File: config.mk
export PLATFORM = sky130hd
export DESIGN_NAME = icr_ctrl
export DESIGN_NICKNAME = d
export VERILOG_FILES = /design/src/rtl/icr_pkg.sv /design/src/rtl/icr_clear_ctl.sv /design/src/rtl/icr_flag_bank.sv /design/src/rtl/icr_mask_reg.sv /design/src/rtl/icr_irq_out.sv /design/src/rtl/icr_ctrl.sv
export SDC_FILE = /design/constraint.sdc
export NUM_CORES = 1
export LEC_CHECK = 0
export ABC_CLOCK_PERIOD_IN_PS = 3100
export CAP_MARGIN = 20
export CORE_UTILIZATION = 35
export CTS_BUF_LIST = sky130_fd_sc_hd__clkbuf_2
export DETAILED_ROUTE_END_ITERATION = 6
export HOLD_SLACK_MARGIN = 0.06
export PLACE_DENSITY = 0.78
export SYNTH_ARGS = -nofsm -noshare
export SYNTH_HDL_FRONTEND = slang
export SYNTH_HIERARCHICAL = 1
export SYNTH_SLANG_ARGS = --single-unit
File: constraint.sdc
create_clock -name clk -period 3.1 [get_ports clk]
set_input_delay 0.31 -clock clk [delete_from_list [all_inputs] [get_ports clk]]
set_output_delay 0.31 -clock clk [all_outputs]
set_load 0.05 [all_outputs]
File: src/rtl/icr_pkg.sv
// Shared widths and bit positions for the interrupt status/mask controller.
package icr_pkg;
    localparam int ICR_SRC_N  = 5;   // timer A, timer B, alarm, serial, flag pin
    localparam int ICR_DATA_W = 8;   // bus data width, summary in the top bit
    localparam int ICR_WR_LAT = 2;   // cycles from a write to visible clear

    // source index map, bit positions of the status value
    typedef enum int {
        SRC_TMR_A  = 0,
        SRC_TMR_B  = 1,
        SRC_ALARM  = 2,
        SRC_SERIAL = 3,
        SRC_PIN    = 4
    } icr_src_e;
endpackage

File: src/rtl/icr_clear_ctl.sv
// Produces the flag clear pulse: immediately registered from a read, and
// delayed WR_LAT-1 stages from a write. Assumes one-cycle bus strobes.
module icr_clear_ctl #(
    parameter int WR_LAT = 2
) (
    input  logic clk,
    input  logic rst_n,
    input  logic rd_stb,
    input  logic wr_stb,
    output logic clr
);
    logic wr_clr;

    generate
        if (WR_LAT <= 1) begin : g_direct
            assign wr_clr = wr_stb;
        end else begin : g_pipe
            localparam int STAGES = WR_LAT - 1;
            logic [STAGES-1:0] pipe_q;
            // shift the write strobe down the delay line
            always_ff @(posedge clk) begin
                if (!rst_n) begin
                    pipe_q <= '0;
                end else begin
                    pipe_q[0] <= wr_stb;
                    for (int i = 1; i < STAGES; i++) pipe_q[i] <= pipe_q[i-1];
                end
            end
            assign wr_clr = pipe_q[STAGES-1];
        end
    endgenerate

    // clear request applied at the coming edge
    always_comb clr = rd_stb | wr_clr;
endmodule

File: src/rtl/icr_flag_bank.sv
// Sticky per-source flags. A clear empties the bank at the edge, but strobes
// present in the same cycle are still captured. Assumes strobes are 1 cycle.
module icr_flag_bank #(
    parameter int SRC_N = 5
) (
    input  logic             clk,
    input  logic             rst_n,
    input  logic [SRC_N-1:0] src_evt,
    input  logic             clr,
    input  logic             rd_stb,
    output logic [SRC_N-1:0] flags_q,
    output logic [SRC_N-1:0] flags_next
);
    // next flag value: keep or drop old flags, then add new strobes
    always_comb flags_next = (clr ? '0 : flags_q) | src_evt;

    // flag storage
    always_ff @(posedge clk) begin
        if (!rst_n) flags_q <= '0;
        else        flags_q <= flags_next;
    end


    flag_latch_chk: assert property (@(posedge clk) disable iff (!rst_n)
        (src_evt != '0) |=> ((flags_q & $past(src_evt)) == $past(src_evt)));

    read_clear_chk: assert property (@(posedge clk) disable iff (!rst_n)
        rd_stb |=> (flags_q == $past(src_evt)));

    flag_sticky_chk: assert property (@(posedge clk) disable iff (!rst_n)
        !clr |=> ((flags_q & $past(flags_q)) == $past(flags_q)));
endmodule

File: src/rtl/icr_mask_reg.sv
// Mask register with set/clear write semantics: data top bit picks the
// direction, low bits pick the mask bits touched.
module icr_mask_reg #(
    parameter int SRC_N  = 5,
    parameter int DATA_W = 8
) (
    input  logic              clk,
    input  logic              rst_n,
    input  logic              wr_stb,
    input  logic [DATA_W-1:0] wr_data,
    output logic [SRC_N-1:0]  mask_q,
    output logic [SRC_N-1:0]  mask_next
);
    logic [SRC_N-1:0] sel;
    logic             set_dir;
    logic             unused_mid_bits;

    assign sel             = wr_data[SRC_N-1:0];
    assign set_dir         = wr_data[DATA_W-1];
    assign unused_mid_bits = ^wr_data[DATA_W-2:SRC_N];

    // next mask after an optional set/clear write
    always_comb begin
        mask_next = mask_q;
        if (wr_stb) mask_next = set_dir ? (mask_q | sel) : (mask_q & ~sel);
    end

    // mask storage
    always_ff @(posedge clk) begin
        if (!rst_n) mask_q <= '0;
        else        mask_q <= mask_next;
    end


    mask_set_chk: assert property (@(posedge clk) disable iff (!rst_n)
        (wr_stb && wr_data[DATA_W-1]) |=> ((mask_q & $past(sel)) == $past(sel)));

    mask_clr_chk: assert property (@(posedge clk) disable iff (!rst_n)
        (wr_stb && !wr_data[DATA_W-1]) |=> ((mask_q & $past(sel)) == '0));

    mask_hold_chk: assert property (@(posedge clk) disable iff (!rst_n)
        !wr_stb |=> $stable(mask_q));
endmodule

File: src/rtl/icr_irq_out.sv
// Summary bit and request line. The summary trails pending flags by one
// cycle. The request state samples the next pending value at phase falling
// edges and on reads, and a read masks the pin during its own cycle.
module icr_irq_out #(
    parameter int SRC_N = 5
) (
    input  logic             clk,
    input  logic             rst_n,
    input  logic             phi2_fall,
    input  logic             rd_stb,
    input  logic [SRC_N-1:0] flags_q,
    input  logic [SRC_N-1:0] mask_q,
    input  logic [SRC_N-1:0] flags_next,
    input  logic [SRC_N-1:0] mask_next,
    output logic             sum_q,
    output logic             irq_n
);
    logic pend_now;
    logic pend_next;
    logic req_q;

    assign pend_now  = |(flags_q & mask_q);
    assign pend_next = |(flags_next & mask_next);

    // summary bit, one cycle behind the pending flags
    always_ff @(posedge clk) begin
        if (!rst_n) sum_q <= 1'b0;
        else        sum_q <= pend_now;
    end

    // request state, updated at phase falling edges and reads
    always_ff @(posedge clk) begin
        if (!rst_n)                 req_q <= 1'b0;
        else if (phi2_fall || rd_stb) req_q <= pend_next;
    end

    // pin: released for the whole read cycle
    always_comb irq_n = ~(req_q & ~rd_stb);


    sum_rise_chk: assert property (@(posedge clk) disable iff (!rst_n)
        $rose(sum_q) |-> $past(pend_now));

    sum_fall_chk: assert property (@(posedge clk) disable iff (!rst_n)
        $fell(sum_q) |-> !$past(pend_now));

    read_release_chk: assert property (@(posedge clk) disable iff (!rst_n)
        rd_stb |-> irq_n);

    pin_edge_only_chk: assert property (@(posedge clk) disable iff (!rst_n)
        (!rd_stb && !$past(rd_stb) && !$past(phi2_fall)) |-> $stable(irq_n));
endmodule

File: src/rtl/icr_ctrl.sv
// Top of the interrupt status/mask controller: flag bank, mask register,
// clear timing and request output, plus the read value assembly.
module icr_ctrl
    import icr_pkg::*;
#(
    parameter int SRC_N  = ICR_SRC_N,
    parameter int DATA_W = ICR_DATA_W,
    parameter int WR_LAT = ICR_WR_LAT
) (
    input  logic              clk,
    input  logic              rst_n,
    input  logic              phi2_fall,
    input  logic [SRC_N-1:0]  src_evt,
    input  logic              rd_stb,
    input  logic              wr_stb,
    input  logic [DATA_W-1:0] wr_data,
    output logic [DATA_W-1:0] rd_data,
    output logic              irq_n
);
    logic             clr;
    logic [SRC_N-1:0] flags_q, flags_next;
    logic [SRC_N-1:0] mask_q, mask_next;
    logic             sum_q;

    icr_clear_ctl #(.WR_LAT(WR_LAT)) u_clr (
        .clk(clk), .rst_n(rst_n), .rd_stb(rd_stb), .wr_stb(wr_stb), .clr(clr)
    );

    icr_flag_bank #(.SRC_N(SRC_N)) u_flags (
        .clk(clk), .rst_n(rst_n), .src_evt(src_evt), .clr(clr),
        .rd_stb(rd_stb), .flags_q(flags_q), .flags_next(flags_next)
    );

    icr_mask_reg #(.SRC_N(SRC_N), .DATA_W(DATA_W)) u_mask (
        .clk(clk), .rst_n(rst_n), .wr_stb(wr_stb), .wr_data(wr_data),
        .mask_q(mask_q), .mask_next(mask_next)
    );

    icr_irq_out #(.SRC_N(SRC_N)) u_irq (
        .clk(clk), .rst_n(rst_n), .phi2_fall(phi2_fall), .rd_stb(rd_stb),
        .flags_q(flags_q), .mask_q(mask_q), .flags_next(flags_next),
        .mask_next(mask_next), .sum_q(sum_q), .irq_n(irq_n)
    );

    // read value: flags low, zero padding, summary in the top bit
    generate
        for (genvar b = 0; b < DATA_W; b++) begin : g_rd
            if (b < SRC_N) begin : g_flag
                assign rd_data[b] = flags_q[b];
            end else if (b == DATA_W - 1) begin : g_sum
                assign rd_data[b] = sum_q;
            end else begin : g_pad
                assign rd_data[b] = 1'b0;
            end
        end
    endgenerate


    pad_zero_chk: assert property (@(posedge clk) disable iff (!rst_n)
        rd_data[DATA_W-2:SRC_N] == '0);

    write_clear_chk: assert property (@(posedge clk) disable iff (!rst_n)
        ($past(wr_stb) && !$past(rd_stb) && !rd_stb && !$past(clr))
            |-> ((flags_q & $past(flags_q)) == $past(flags_q)));
endmodule

# Word-level counts from Yosys, hierarchy flattened
# Index checks and enable logic that the tools add are counted.
word_totals:
  ff_bits: 13
classes:
  n_reduce_logical: 3
  n_mux: 3
  bitwise_logic: 10
op_table:
  columns: ["op", "count"]
  rows:
  - ["bitwise AND 5 bit", 3]
  - ["2-to-1 mux 5 bit", 3]
  - ["OR 5 bit", 2]
  - ["OR reduction 5 bit", 2]
  - ["NOT 5 bit", 1]
  - ["NOT 1 bit", 2]
  - ["bitwise AND 1 bit", 1]
  - ["logical OR 1 bit", 1]
  - ["OR 1 bit", 1]

# Logic depth before layout (Yosys ltp)
# Gate-level depths: netlist of run 1.
depth:
  word_depth: 6
  depth_mapped: 5
  ltp_nobuf: 5

# Cells and area by module
# The synthesis of run 1 kept the hierarchy.
modules_own_cells:
  columns: ["module", "instances", "cells_per_inst", "area_each_um2", "seq_area_each_um2"]
  rows:
  - ["icr_mask_reg", 1, 26, 247.7, 100.1]
  - ["icr_flag_bank", 1, 20, 200.2, 100.1]
  - ["icr_irq_out", 1, 11, 107.6, 40.0]
  - ["icr_clear_ctl", 1, 3, 32.5, 20.0]
  - ["icr_ctrl", 1, 4, 26.3, 0.0]

# Worst setup path after synthesis of run 1
# Ideal clock, no wire load.
synth_path:
  path_type: "reg2reg"
  from: "register u_flags.flags_q[1]"
  to: "register u_irq.req_q"
  t_arrival_ns: 1.277
  path_stages_with_launch: 5
  path_slack_ns: 1.690
  n_path_buf: 0
  synth_period_minus_slack_ns: 1.410
  setup_time_ns: 0.134
  cell_sequence: "dfxtp_1 > nor2b_1 > or2_1 > a222oi_1 > a31oi_1"
synth_between:
  elab_chain_len: 4
synth_lines:
  columns: ["element", "line", "source"]
  rows:
  - ["from (decl)", "icr_flag_bank.sv:11", "output logic [SRC_N-1:0] flags_q,"]
  - ["from (signal assigned)", "icr_flag_bank.sv:20", "else flags_q <= flags_next;"]
  - ["2-to-1 mux 5 bit", "icr_flag_bank.sv:15", "always_comb flags_next = (clr ? '0 : flags_q) | src_evt;"]
  - ["OR 5 bit", "icr_flag_bank.sv:15", null]
  - ["named net flags_next[1]", "icr_ctrl.sv:21", "logic [SRC_N-1:0] flags_q, flags_next;"]
  - ["bitwise AND 5 bit", "icr_irq_out.sv:23", "assign pend_next = |(flags_next & mask_next);"]
  - ["OR reduction 5 bit", "icr_irq_out.sv:23", null]
  - ["to (signal assigned)", "icr_irq_out.sv:34", "else if (phi2_fall || rd_stb) req_q <= pend_next;"]
  - ["to (decl)", "icr_irq_out.sv:20", "logic req_q;"]
# The timed path passes the listed nets, and every way through them passes these cells.
# A chain may end at the register's enable or synchronous reset.

# Final worst setup path of run 1
layout_path:
  from: "input port rd_stb"
  to: "output port irq_n"
layout_between:
  elab_chain_len: 3
layout_lines:
  columns: ["element", "line", "source"]
  rows:
  - ["from (decl)", "icr_ctrl.sv:14", "input logic rd_stb,"]
  - ["NOT 1 bit", "icr_irq_out.sv:38", "always_comb irq_n = ~(req_q & ~rd_stb);"]
  - ["bitwise AND 1 bit", "icr_irq_out.sv:38", null]
  - ["NOT 1 bit", "icr_irq_out.sv:38", null]
  - ["to (decl)", "icr_ctrl.sv:18", "output logic irq_n"]
# No other way between the ends.

==> results of run 1 <==
==> path summary, 6_finish.rpt <==
path,startpoint,endpoint,slack (ns)
max,rd_stb,irq_n,1.05
min,u_mask/mask_q[4],u_mask/mask_q[4],0.50
max reg2reg,u_clr/g_pipe.pipe_q,u_irq/req_q,1.68
min reg2reg,u_mask/mask_q[4],u_mask/mask_q[4],0.50
==> layout make-up <==
type,count,area [um^2]
Tap cell,16,20.0
Fill cell,160,721
Sequential cell,13,260
Clock buffer,4,20.0
Timing Repair Buffer,22,220
Multi-Input combinational cell,49,335
==> worst register-to-register path, stage by stage, from the launching register on <==
cell and delay [ns]:
dfxtp_1 0.34, or2_1 0.18, nor2b_1 0.08, or2_1 0.20
a222oi_1 0.37, a31oi_1 0.13
==> stage by stage <==
stage               instance area [um^2]  utilization  hold slack, ns
floorplan                            618            -           0.428
global placement                     836        0.530           0.459
detailed placement                   836        0.530           0.478
CTS                                  856        0.543           0.495
global route                         856        0.543           0.515
finish                               856        0.543           0.499
==> layer usage <==
metal	wire length (um)	GRT usage
met1	627	0.203
met2	626	0.254
met3	71	0.0292
met4	0	0.0727
met5	0	0
==> power by group through the flow <==
stage	registers (mW)	logic, mW	clock network [mW]
final	0.185	0.0914	0.0883
after global routing	0.186	0.0976	0.0980
after CTS	0.184	0.0919	0.0929
after detailed placement	0.188	0.0915	0
after global placement	0.188	0.0905	0
after floorplan	0.200	0.0408	0
==> synth_stat cells <==
cell type / number
dfxtp_1: 13
nand2_1: 12
or2_1: 6
mux2_1: 5
mux2i_1: 5
nor2b_1: 5
o21a_1: 5
buf_4: 3
a222oi_1: 2
a21boi_1: 1
a22oi_1: 1
a2bb2oi_1: 1
a31oi_1: 1
and2_1: 1
conb_1: 1
nand2b_1: 1
o31ai_1: 1
==> flip-flops by register name, indices dropped and copies added, names as in the netlist <==
| signal | cells |
|---|---|
| u_mask/mask_q | 5 |
| u_irq/req_q | 1 |
| u_clr/g_pipe.pipe_q | 1 |
| u_irq/sum_q | 1 |
| u_flags/flags_q | 5 |
==> logic make-up (layout without fill, tap and decap cells) <==
kind of cell / Yosys count / after routing / share of synthesized area
buffers and inverters: 3 / 26 / 0.0367
muxes: 10 / 10 / 0.173
other: 1 / 2 / 0.00610
AOI/OAI and AO/OA: 12 / 12 / 0.155
DFF: 13 / 13 / 0.424
and+or+nand+nor: 25 / 25 / 0.206
==> run_results.csv, run 1 <==
group,metric,value,unit
floorplan,coreArea,1580,um^2
clock_tree,htree_levels,1,
floorplan,die_w,43.9,um
setup_path,path_buf_inv,2,
timing,hold_viol_final,0,
setup_path,slowest_stage,"clkdlybuf4s50_1",
timing,maxSlewViolCount,0,
timing,clock_skew,0.00270,ns
floorplan,num_rows,14,
routing,drt-initial-drc-count,16,
logic_synthesis,yosys-top-cells-area,"dfxtp_1, mux2_1, mux2i_1",
cells_and_area,fin_nets,107,
clock_tree,cts_root_buffer,"clkbuf_2",
timing,fmax,487,MHz
global_route,antenna_found_initial,0,
power,swShare,0.300,
cells_and_area,drive_above_1_share,0.0455,
setup_path,crit_required,2.79,ns
cells_and_area,mostFrequentLayoutCell,"clkdlybuf4s50_1",
clock_tree,cts_resized,0,
place,dp_slack,1.05,ns
power,p_switching,0.109,mW
clock_tree,cts_hold_buf,0,
power,finalPower,0.364,mW
global_route,grt_overflow_total,0,
timing,finalCriticalPeriod,2.05,ns
setup_path,cp_cell_sequence,"clkdlybuf4s50_1 > nand2b_1 > clkdlybuf4s50_1",
logic_synthesis,synth_top_area_cell,"dfxtp_1",
setup_path,cp-end-kind,"primary output",
power,power.static_leakage,0.358,nW
logic_synthesis,synth_top_cell_area_share,0.424,
clock_tree,cts_made_buffers,3,
setup_path,critPathTopFamily,"buffers and inverters",
place,dp.cells,100,
cells_and_area,stdcell_count,104,
routing,wl,1.33,mm
cells_and_area,layout_common_cells,"clkdlybuf4s50_1, dfxtp_1, nand2_1",
power,clock_power_share,0.242,
power,internal_power,0.255,mW
cells_and_area,areaGrowthSynthToFinish,39.3,%
place,place.port_buffers,22,
timing,setup_viol,0,
clock_tree,clk_pin_slew_worst_paths,0.12,ns
clock_tree,postCtsSetupBuffers,0,
clock_tree,clk_path_buf_depth,2,
floorplan,ios,27,
setup_path,critPathArrivalTime,1.74,ns
power,p_comb_frac,0.251,
power,p_seq_frac,0.507,
logic_synthesis,syn_area,614,um^2
worst_hold_path,holdPathStages,2,
setup_path,crit_fanout,4,
timing,setup_ws,1.05,ns
place,dp_hpwl,1.02,mm
flow_run,drv_cap,0,
clock_tree,clock_sinks,13,
timing,rsz0062_at_grt,"false",
setup_path,slowest_delay,0.80,ns
routing,via_per_inst,5.08,
cells_and_area,diodes,0,
run_status,status,"complete, no violations",
logic_synthesis,ys_seq_elements,13,
setup_path,r2r_cells,5,
global_route,grt_usage,0.157,
worst_hold_path,hold_class,"reg2reg",
clock_tree,clock_latency,0.26,ns
setup_path,worstSetupPathDepth,3,
timing,fin_crit_sh,0.663,
routing,drc,0,
clock_tree,cts_tree,"done",
global_route,grt_pass1_vias,512,
power,vdd_drop_max,0.000223,V
logic_synthesis,ys_warn_count,6,
setup_path,critical_path_class,"in2out",
logic_synthesis,yosysSeqAreaShare,0.424,
logic_synthesis,avgSynthCellArea,9.60,um^2
logic_synthesis,yosys.cell_types.count,17,
global_route,grt_pass1_wl,2.22,mm
routing,detail_route.first_pass.iterations,6,
floorplan,start_util,0.390,
routing,routed_wire_length_per_instance,12.7,um
floorplan,die-area,1930,um^2
routing,ant_nets,0,
timing,tns,0,ns
power,power-per-cell-area,426,nW/um^2
setup_path,cp-start-kind,"primary input",
routing,num_vias,528,
setup_path,timing.critical_path.mode_cell,"clkdlybuf4s50_1",
place,place_congestion,0.666,
floorplan,dieHeight,43.9,um
global_route,grt_max_degree,15,
logic_synthesis,synth_cells,64,
Power figures use the tool's default switching activity.
==> run 2, diff against run 1 <==
--- a/config.mk
+++ b/config.mk
@@ -5,7 +5,7 @@
 export SDC_FILE = /design/constraint.sdc
 export NUM_CORES = 1
 export LEC_CHECK = 0
-export ABC_CLOCK_PERIOD_IN_PS = 3100
+export ABC_CLOCK_PERIOD_IN_PS = 1900
 export CAP_MARGIN = 20
 export CORE_UTILIZATION = 35
 export CTS_BUF_LIST = sky130_fd_sc_hd__clkbuf_2
==> constraint.sdc (replaced) <==
create_clock -name clk -period 1.9 [get_ports clk]
set_input_delay 0.19 -clock clk [delete_from_list [all_inputs] [get_ports clk]]
set_output_delay 0.19 -clock clk [all_outputs]
set_load 0.05 [all_outputs]
==> run 2 against run 1 <==
Net effect: flip-flop and latch count did not move; final area rose by 2.0%; clock power rose by 63%; count of clock-buffer cells in the layout did not move; critical endpoint is now rd_data[3]; highest routed layer unchanged.
==> run_results.csv, run 2 (synthesis gave the netlist of run 1 again) <==
group,metric,value,unit
timing,hold_viol_final,0,
clock_tree,clock_sinks,13,
power,power.static_leakage,0.369,nW
timing,fmax,597,MHz
clock_tree,clk_path_buf_depth,2,
floorplan,ios,27,
global_route,grt_pass1_wl,2.11,mm
cells_and_area,areaGrowthSynthToFinish,42.2,%
floorplan,die-area,1930,um^2
cells_and_area,multi_input_area,335,um^2
routing,drc,0,
routing,wl,1.27,mm
setup_path,critical_path_class,"reg2out",
cells_and_area,mostFrequentLayoutCell,"clkdlybuf4s50_1",
clock_tree,clock_latency,0.27,ns
setup_path,slowest_stage,"clkdlybuf4s50_1",
clock_tree,cts_root_buffer,"clkbuf_2",
clock_tree,clk_pin_slew_worst_paths,0.13,ns
setup_path,crit_required,1.71,ns
timing,finalCriticalPeriod,1.68,ns
clock_tree,htree_levels,1,
floorplan,start_util,0.390,
clock_tree,cts_tree,"done",
cells_and_area,diodes,0,
global_route,antenna_found_initial,0,
clock_tree,postCtsSetupBuffers,0,
setup_path,worstSetupPathDepth,1,
flow_run,drv_cap,0,
floorplan,dieHeight,43.9,um
setup_path,r2r_cells,5,
cells_and_area,layout_common_cells,"clkdlybuf4s50_1, dfxtp_1, nand2_1",
setup_path,critPathArrivalTime,1.49,ns
setup_path,cp-start-kind,"flip-flop",
routing,detail_route.first_pass.iterations,6,
routing,drt-initial-drc-count,11,
cells_and_area,drive_above_1_share,0.0674,
global_route,grt_pass1_vias,501,
cells_and_area,fin_nets,108,
power,finalPower,0.598,mW
global_route,grt_usage,0.152,
timing,clock_skew,0.0106,ns
global_route,grt_overflow_total,0,
setup_path,slowest_delay,0.82,ns
setup_path,crit_fanout,3,
floorplan,coreArea,1580,um^2
timing,setup_viol,0,
routing,routed_wire_length_per_instance,12.1,um
floorplan,die_w,43.9,um
power,power-per-cell-area,685,nW/um^2
timing,fin_crit_sh,0.882,
worst_hold_path,holdPathStages,2,
worst_hold_path,hold_class,"reg2reg",
timing,maxSlewViolCount,0,
setup_path,cp-end-kind,"primary output",
routing,ant_nets,0,
global_route,grt_max_degree,15,
clock_tree,cts_hold_buf,0,
clock_tree,cts_made_buffers,3,
run_status,status,"complete, no violations",
routing,num_vias,516,
routing,via_per_inst,4.91,
setup_path,path_buf_inv,1,
setup_path,critPathTopFamily,"buffers and inverters",
cells_and_area,seq_area,260,um^2
place,place.port_buffers,22,
timing,rsz0062_at_grt,"false",
floorplan,num_rows,14,
setup_path,cp_cell_sequence,"clkdlybuf4s50_1",
cells_and_area,fill_cells,154,
place,dp_hpwl,956,um
clock_tree,cts_resized,0,
cells_and_area,largestRegisters,"u_flags/flags_q x5, u_mask/mask_q x5",
place,place_congestion,0.668,
timing,tns,0,ns
power,vdd_drop_max,0.000393,V
## run 2: final timing paths
kind / start / slack [ns] / endpoint
setup reg to reg: u_clr/g_pipe.pipe_q / 0.47 / u_irq/req_q
hold / removal: u_mask/mask_q[1] / 0.49 / u_mask/mask_q[1]
hold reg to reg: u_mask/mask_q[1] / 0.49 / u_mask/mask_q[1]
setup / recovery: u_flags/flags_q[3] / 0.22 / rd_data[3]
## run 2: final cells by class
| cell class | instances | area share |
|---|---|---|
| clock buffers | 4 | 0.0229 |
| well taps | 16 | 0.0229 |
| flip-flops and latches | 13 | 0.298 |
| repair buffers | 23 | 0.272 |
| multi-input cells | 49 | 0.384 |
## run 2: metrics by stage
step           area [um^2]  std cells  setup slack [ns]  hold slack, ns   util
6_report               873        105             0.225           0.492  0.554
3_3_place_gp           853        101            0.0808           0.459  0.541
4_1_cts                873        105             0.217           0.493  0.554
2_1_floorplan          618         65             0.490           0.308      -
3_5_place_dp           853        101            0.0636           0.470  0.541
5_1_grt                873        105             0.163           0.512  0.554
## run 2: metal layers
layer | wire (um) | share of wire | track usage
met1 | 679 | 0.53 | 0.193
met2 | 532 | 0.42 | 0.242
met3 | 62 | 0.049 | 0.0375
met4 | 0 | 0 | 0.0727
met5 | 0 | 0 | 0
## run 2: report_power, final
part / internal (mW) / total (mW) / switching (mW)
clock network: 0.0558 / 0.144 / 0.0879
logic: 0.0746 / 0.154 / 0.0791
registers: 0.289 / 0.301 / 0.0115
